<file path="config.mk">
export PLATFORM = sky130hd
export DESIGN_NAME = pfx_pipe_adder
export DESIGN_NICKNAME = d
export VERILOG_FILES = /design/src/rtl/pfx_pkg.sv /design/src/rtl/pfx_bitgp.sv /design/src/rtl/pfx_level.sv /design/src/rtl/pfx_span_chain.sv /design/src/rtl/pfx_sum.sv /design/src/rtl/pfx_pipe_adder.sv
export SDC_FILE = /design/constraint.sdc
export NUM_CORES = 1
export LEC_CHECK = 0
export ABC_CLOCK_PERIOD_IN_PS = 1100
export BUFFER_PORTS_ARGS = -buffer_cell sky130_fd_sc_hd__buf_2
export CORE_MARGIN = 3
export CORE_UTILIZATION = 40
export CTS_BUF_LIST = sky130_fd_sc_hd__clkbuf_2 sky130_fd_sc_hd__clkbuf_4 sky130_fd_sc_hd__clkbuf_8
export DETAILED_ROUTE_END_ITERATION = 16
export GPL_ROUTABILITY_DRIVEN = 0
export PLACE_DENSITY_LB_ADDON = 0.15
export SYNTH_ARGS = -nofsm -noshare
export SYNTH_HDL_FRONTEND = slang
export SYNTH_HIERARCHICAL = 1
export SYNTH_SLANG_ARGS = --single-unit
</file>
<file path="constraint.sdc">
create_clock -name clk -period 1.1 [get_ports clk]
set_input_delay 0.11 -clock clk [delete_from_list [all_inputs] [get_ports clk]]
set_output_delay 0.11 -clock clk [all_outputs]
set_load 0.02 [all_outputs]
</file>
<file path="src/rtl/pfx_pkg.sv">
package pfx_pkg;

    localparam int PFX_WIDTH = 16;

    function automatic int pfx_levels(input int width);
        return $clog2(width);
    endfunction

endpackage

</file>
<file path="src/rtl/pfx_bitgp.sv">
module pfx_bitgp #(
    parameter int WIDTH = 16
) (
    input  logic [WIDTH-1:0] a_i,
    input  logic [WIDTH-1:0] b_i,
    output logic [WIDTH-1:0] g_o,
    output logic [WIDTH-1:0] p_o
);

    always_comb begin
        g_o = a_i & b_i;
        p_o = a_i ^ b_i;
    end

endmodule

</file>
<file path="src/rtl/pfx_level.sv">
module pfx_level #(
    parameter int WIDTH = 16,
    parameter int SPAN  = 1
) (
    input  logic [WIDTH-1:0] g_i,
    input  logic [WIDTH-1:0] p_i,
    output logic [WIDTH-1:0] g_o,
    output logic [WIDTH-1:0] p_o
);

    for (genvar i = 0; i < WIDTH; i++) begin : g_bit
        if (i >= SPAN) begin : g_dot
            assign g_o[i] = g_i[i] | (p_i[i] & g_i[i-SPAN]);
            assign p_o[i] = p_i[i] & p_i[i-SPAN];
        end else begin : g_pass
            assign g_o[i] = g_i[i];
            assign p_o[i] = p_i[i];
        end
    end

endmodule

</file>
<file path="src/rtl/pfx_span_chain.sv">
module pfx_span_chain #(
    parameter int WIDTH = 16,
    parameter int FIRST = 0,
    parameter int COUNT = 2
) (
    input  logic [WIDTH-1:0] g_i,
    input  logic [WIDTH-1:0] p_i,
    output logic [WIDTH-1:0] g_o,
    output logic [WIDTH-1:0] p_o
);

    logic [WIDTH-1:0] g_l [COUNT+1];
    logic [WIDTH-1:0] p_l [COUNT+1];

    assign g_l[0] = g_i;
    assign p_l[0] = p_i;

    for (genvar l = 0; l < COUNT; l++) begin : g_lvl
        pfx_level #(
            .WIDTH (WIDTH),
            .SPAN  (1 << (FIRST + l))
        ) u_level (
            .g_i (g_l[l]),
            .p_i (p_l[l]),
            .g_o (g_l[l+1]),
            .p_o (p_l[l+1])
        );
    end

    assign g_o = g_l[COUNT];
    assign p_o = p_l[COUNT];

endmodule

</file>
<file path="src/rtl/pfx_sum.sv">
module pfx_sum #(
    parameter int WIDTH = 16
) (
    input  logic [WIDTH-1:0] pb_i,
    input  logic [WIDTH-2:0] cin_i,
    output logic [WIDTH-1:0] sum_o
);

    assign sum_o[0] = pb_i[0];

    for (genvar i = 1; i < WIDTH; i++) begin : g_sum
        assign sum_o[i] = pb_i[i] ^ cin_i[i-1];
    end

endmodule

</file>
<file path="src/rtl/pfx_pipe_adder.sv">
module pfx_pipe_adder
    import pfx_pkg::*;
#(
    parameter int WIDTH = PFX_WIDTH
) (
    input  logic             clk,
    input  logic             rst,
    input  logic             in_valid,
    input  logic [WIDTH-1:0] in_a,
    input  logic [WIDTH-1:0] in_b,
    output logic             out_valid,
    output logic [WIDTH-1:0] out_sum,
    output logic             out_cout
);

    localparam int LEVELS = pfx_levels(WIDTH);
    localparam int SPLIT  = LEVELS / 2;
    localparam int UPPER  = LEVELS - SPLIT;

    typedef struct packed {
        logic             v;
        logic [WIDTH-1:0] g;
        logic [WIDTH-1:0] p;
    } st_bit_t;

    typedef struct packed {
        logic             v;
        logic [WIDTH-1:0] g;
        logic [WIDTH-1:0] p;
        logic [WIDTH-1:0] pb;
    } st_low_t;

    typedef struct packed {
        logic             v;
        logic [WIDTH-2:0] gc;
        logic [WIDTH-1:0] pb;
        logic             cout;
    } st_high_t;

    typedef struct packed {
        logic             v;
        logic [WIDTH-1:0] sum;
        logic             cout;
    } st_out_t;

    typedef struct packed {
        st_bit_t  s1;
        st_low_t  s2;
        st_high_t s3;
        st_out_t  s4;
    } pipe_t;

    pipe_t pipe_d, pipe_q;

    logic [WIDTH-1:0] bit_g, bit_p;
    logic [WIDTH-1:0] low_g, low_p;
    logic [WIDTH-1:0] high_g, high_p_unused;
    logic [WIDTH-1:0] sum_w;

    pfx_bitgp #(.WIDTH(WIDTH)) u_bitgp (
        .a_i (in_a),
        .b_i (in_b),
        .g_o (bit_g),
        .p_o (bit_p)
    );

    pfx_span_chain #(
        .WIDTH (WIDTH),
        .FIRST (0),
        .COUNT (SPLIT)
    ) u_low_levels (
        .g_i (pipe_q.s1.g),
        .p_i (pipe_q.s1.p),
        .g_o (low_g),
        .p_o (low_p)
    );

    pfx_span_chain #(
        .WIDTH (WIDTH),
        .FIRST (SPLIT),
        .COUNT (UPPER)
    ) u_high_levels (
        .g_i (pipe_q.s2.g),
        .p_i (pipe_q.s2.p),
        .g_o (high_g),
        .p_o (high_p_unused)
    );

    pfx_sum #(.WIDTH(WIDTH)) u_sum (
        .pb_i  (pipe_q.s3.pb),
        .cin_i (pipe_q.s3.gc),
        .sum_o (sum_w)
    );

    always_comb begin
        pipe_d = pipe_q;

        pipe_d.s1.v    = in_valid;
        pipe_d.s1.g    = bit_g;
        pipe_d.s1.p    = bit_p;

        pipe_d.s2.v    = pipe_q.s1.v;
        pipe_d.s2.g    = low_g;
        pipe_d.s2.p    = low_p;
        pipe_d.s2.pb   = pipe_q.s1.p;

        pipe_d.s3.v    = pipe_q.s2.v;
        pipe_d.s3.gc   = high_g[WIDTH-2:0];
        pipe_d.s3.pb   = pipe_q.s2.pb;
        pipe_d.s3.cout = high_g[WIDTH-1];

        pipe_d.s4.v    = pipe_q.s3.v;
        pipe_d.s4.sum  = sum_w;
        pipe_d.s4.cout = pipe_q.s3.cout;
    end

    always_ff @(posedge clk) begin
        if (rst) begin
            pipe_q <= '0;
        end else begin
            pipe_q <= pipe_d;
        end
    end

    assign out_valid = pipe_q.s4.v;
    assign out_sum   = pipe_q.s4.sum;
    assign out_cout  = pipe_q.s4.cout;

endmodule

</file>
==> metrics.txt <==
# TYPE chip_impl_metric gauge
chip_impl_metric{name="timing.reg2reg.worst_path_depth",unit=""} 3
chip_impl_info{name="timing.critical_path.slowest_stage_cell",value="sky130_fd_sc_hd__dfxtp_1"} 1
chip_impl_metric{name="post_dr_vias_cell",unit=""} 4.014
chip_impl_info{name="outcome",value="finished, final reports clean"} 1
chip_impl_metric{name="pwr_density_cell",unit="mW/mm²"} 1765
chip_impl_metric{name="clock_insertion_delay_worst_skew",unit="ns"} 0.42
chip_impl_metric{name="die_width",unit="µm"} 113.7
chip_impl_metric{name="fmaxAchievable",unit="GHz"} 1.010
chip_impl_metric{name="number_of_nets_produced_by_synthesis",unit=""} 469
chip_impl_metric{name="drtPass1Iterations",unit=""} 5
chip_impl_metric{name="globalRouteOverflowTotal",unit=""} 0
chip_impl_metric{name="cell_count_of_the_worst_hold_path",unit=""} 3
chip_impl_metric{name="grt_util_met1",unit="%"} 15.61
chip_impl_info{name="reg2reg_from",value="pipe_d[58]"} 1
chip_impl_metric{name="critPathMaxFanout",unit=""} 1
chip_impl_metric{name="timing.setup.tns",unit="ns"} 0
chip_impl_metric{name="hold-worst-slack",unit="ns"} 0.02365
chip_impl_metric{name="critical_path_required",unit="ns"} 0.99
chip_impl_metric{name="detailedRoute.firstIterationViolations",unit=""} 86
chip_impl_metric{name="placement.io_buffers",unit=""} 52
chip_impl_metric{name="place_hpwl",unit="µm"} 5021
chip_impl_metric{name="num-nets-final",unit=""} 525
chip_impl_metric{name="detailed_place.area",unit="mm²"} 0.004810
chip_impl_metric{name="grt.met2_usage",unit="%"} 17.20
chip_impl_info{name="hold_path.class",value="input port to register"} 1
chip_impl_metric{name="globalRouteTotalUtil",unit="%"} 11.94
chip_impl_metric{name="first_global_vias",unit=""} 2498
chip_impl_metric{name="final-max-slew-violation-count",unit=""} 0
chip_impl_info{name="sort_of_element_at_the_end_of_the_critical_path",value="output port"} 1
chip_impl_metric{name="cp.buffers_inverters",unit=""} 1
chip_impl_metric{name="finish.cell_count_without_fillers",unit=""} 627
chip_impl_metric{name="placed_cells",unit=""} 569
chip_impl_info{name="type_of_the_worst_setup_path",value="register to output port"} 1
chip_impl_info{name="cp_top_family",value="flip-flops"} 1
chip_impl_metric{name="syn2layout_area_growth",unit="%"} 18.56
chip_impl_metric{name="floorplan.die_area",unit="mm²"} 0.01292
chip_impl_metric{name="final_area",unit="mm²"} 0.005498
chip_impl_metric{name="worst-r2r-setup-slack",unit="ns"} 0.14
chip_impl_metric{name="fin_worst_skew",unit="ns"} 0.006248
chip_impl_metric{name="area.sequential",unit="mm²"} 0.002582
chip_impl_metric{name="routed-via-count",unit=""} 2517
chip_impl_info{name="cts.root.buffer_cell",value="sky130_fd_sc_hd__clkbuf_8"} 1
chip_impl_metric{name="p_total",unit="mW"} 9.704
chip_impl_metric{name="totalWireLength",unit="µm"} 7004
chip_impl_info{name="crit_path_cell_trace",value="buf_2"} 1
chip_impl_metric{name="num_io_pins",unit=""} 53
chip_impl_info{name="hold_path_sink",value="pipe_d[54]"} 1
chip_impl_metric{name="cts.repair.resized",unit=""} 0
chip_impl_info{name="startpoint_of_the_worst_hold_path",value="in_a[3]"} 1
chip_impl_metric{name="period_minus_slack",unit="ns"} 0.9899
chip_impl_metric{name="multiInputGateArea",unit="mm²"} 0.001727
chip_impl_info{name="grt-busiest-layer",value="met2"} 1
chip_impl_metric{name="core_area",unit="mm²"} 0.01108
chip_impl_metric{name="cts-root-to-sink-buffers",unit=""} 2
chip_impl_metric{name="fillerInstances",unit=""} 1040
chip_impl_metric{name="ir_worst_vdd",unit="mV"} 0.7236
chip_impl_info{name="rsz0062_at_grt",value="false"} 1
chip_impl_metric{name="drv_cap",unit=""} 0
chip_impl_metric{name="netlist_area",unit="mm²"} 0.004637
chip_impl_info{name="critical_path.startpoint_type",value="register"} 1
chip_impl_metric{name="yosysWarningCount",unit=""} 6
chip_impl_metric{name="postSynthAreaPerCell",unit="µm²"} 11.09
chip_impl_metric{name="num_rows",unit=""} 38
chip_impl_metric{name="clk_transition_reported_paths",unit="ns"} 0.07
chip_impl_metric{name="grt_pass1_wl",unit="µm"} 11830
chip_impl_metric{name="critPathMaxStageDelay",unit="ns"} 0.31
chip_impl_metric{name="die_h",unit="µm"} 113.7
chip_impl_metric{name="drive_gt1_share",unit="%"} 19.51
chip_impl_metric{name="timing.max_slew.rel_slack",unit="%"} 82.82
chip_impl_metric{name="initial_antenna_violation_count",unit=""} 0
chip_impl_info{name="cts_tree",value="yes"} 1
chip_impl_metric{name="p_leak",unit="nW"} 2.793
chip_impl_metric{name="post_synth_inst_count",unit=""} 418
chip_impl_metric{name="route.detailed.wl_per_inst",unit="µm"} 11.17
chip_impl_metric{name="pin_count_of_the_biggest_net_entering_global_routing",unit=""} 48
chip_impl_metric{name="htreeDepth",unit=""} 4
chip_impl_metric{name="tightest_slew",unit="ns"} 0.2577
chip_impl_metric{name="setup_violations",unit=""} 0
chip_impl_metric{name="gr-usage-met3",unit="%"} 4.403
chip_impl_metric{name="cts_num_sinks",unit=""} 129
chip_impl_metric{name="worst_ep_arrival",unit="ns"} 0.88
chip_impl_metric{name="drtAntennaViolNets",unit=""} 0
chip_impl_metric{name="antenna_cells_inserted",unit=""} 0
chip_impl_metric{name="min_period_over_period",unit="%"} 89.99
chip_impl_metric{name="cts_bufs_inserted",unit=""} 17
chip_impl_info{name="r2r_end",value="pipe_q[92]"} 1
chip_impl_metric{name="hold_violations",unit=""} 0
chip_impl_metric{name="initial_utilization",unit="%"} 41.86
chip_impl_metric{name="detail_route.drc_violations",unit=""} 0
-- worst max-delay path by stage --
stage | end | depth (start not counted) | slack (ns) | startpoint
floorplan | pipe_q[82] | 3 | 0.23 | pipe_d[66]
global placement | pipe_q[74] | 3 | 0.14 | pipe_d[58]
detailed placement | pipe_q[74] | 3 | 0.15 | pipe_d[58]
CTS | out_sum[1] | 1 | 0.06 | out_sum[1]
global route | out_sum[1] | 1 | 0.04 | out_sum[1]
finish | out_sum[11] | 1 | 0.11 | out_sum[11]
-- where the power goes --
group	total [mW]	leakage (nW)	internal, mW	switching, mW
Clock	4.18	0.222	2.49	1.69
Sequential	4.95	1.05	4.86	0.0895
Combinational	0.577	1.52	0.336	0.241
-- state kept, by name, indices dropped and copies added, names as in the netlist --
register	count
pipe_q	75
pipe_d	36
out_sum	16
out_cout	1
out_valid	1
-- layout make-up --
class,count,share of cell area (%)
clock buffer,22,5.394
tap,140,3.186
clock inverter,10,2.390
sequential,129,46.97
timing repair buffer,83,10.65
multi-input combinational,243,31.41
-- what timing repair did --
action | CTS | global route
buffers inserted | 0 | 0
hold buffers | 26 | 0
endpoints found under the hold margin | 22 | 0
-- through the flow --
stage                     utilization [%]  worst slack (ns)
after floorplan                         -            0.2287
after global placement              43.42            0.1400
after detailed placement            43.42            0.1461
after CTS                           49.63           0.06444
after global routing                49.63           0.03865
final                               49.63            0.1101
-- layout by cell type (no fill, tap or decap), drive strengths merged --
cell type / instances
clkinvlp: 1
xor2: 15
buf: 57
a21o: 49
dfxtp: 129
dlygate4sd3: 26
clkinv: 6
clkbuf: 22
bufinv: 3
and2: 34
ha: 16
nor2b: 129
-- per-layer routing --
metal	wire (µm)	vias to the layer above
met4	119	0
met2	3057	49
li1	-	1401
met3	334	10
met1	3493	1057
met5	0	-
(Power assumes the default switching activity.)
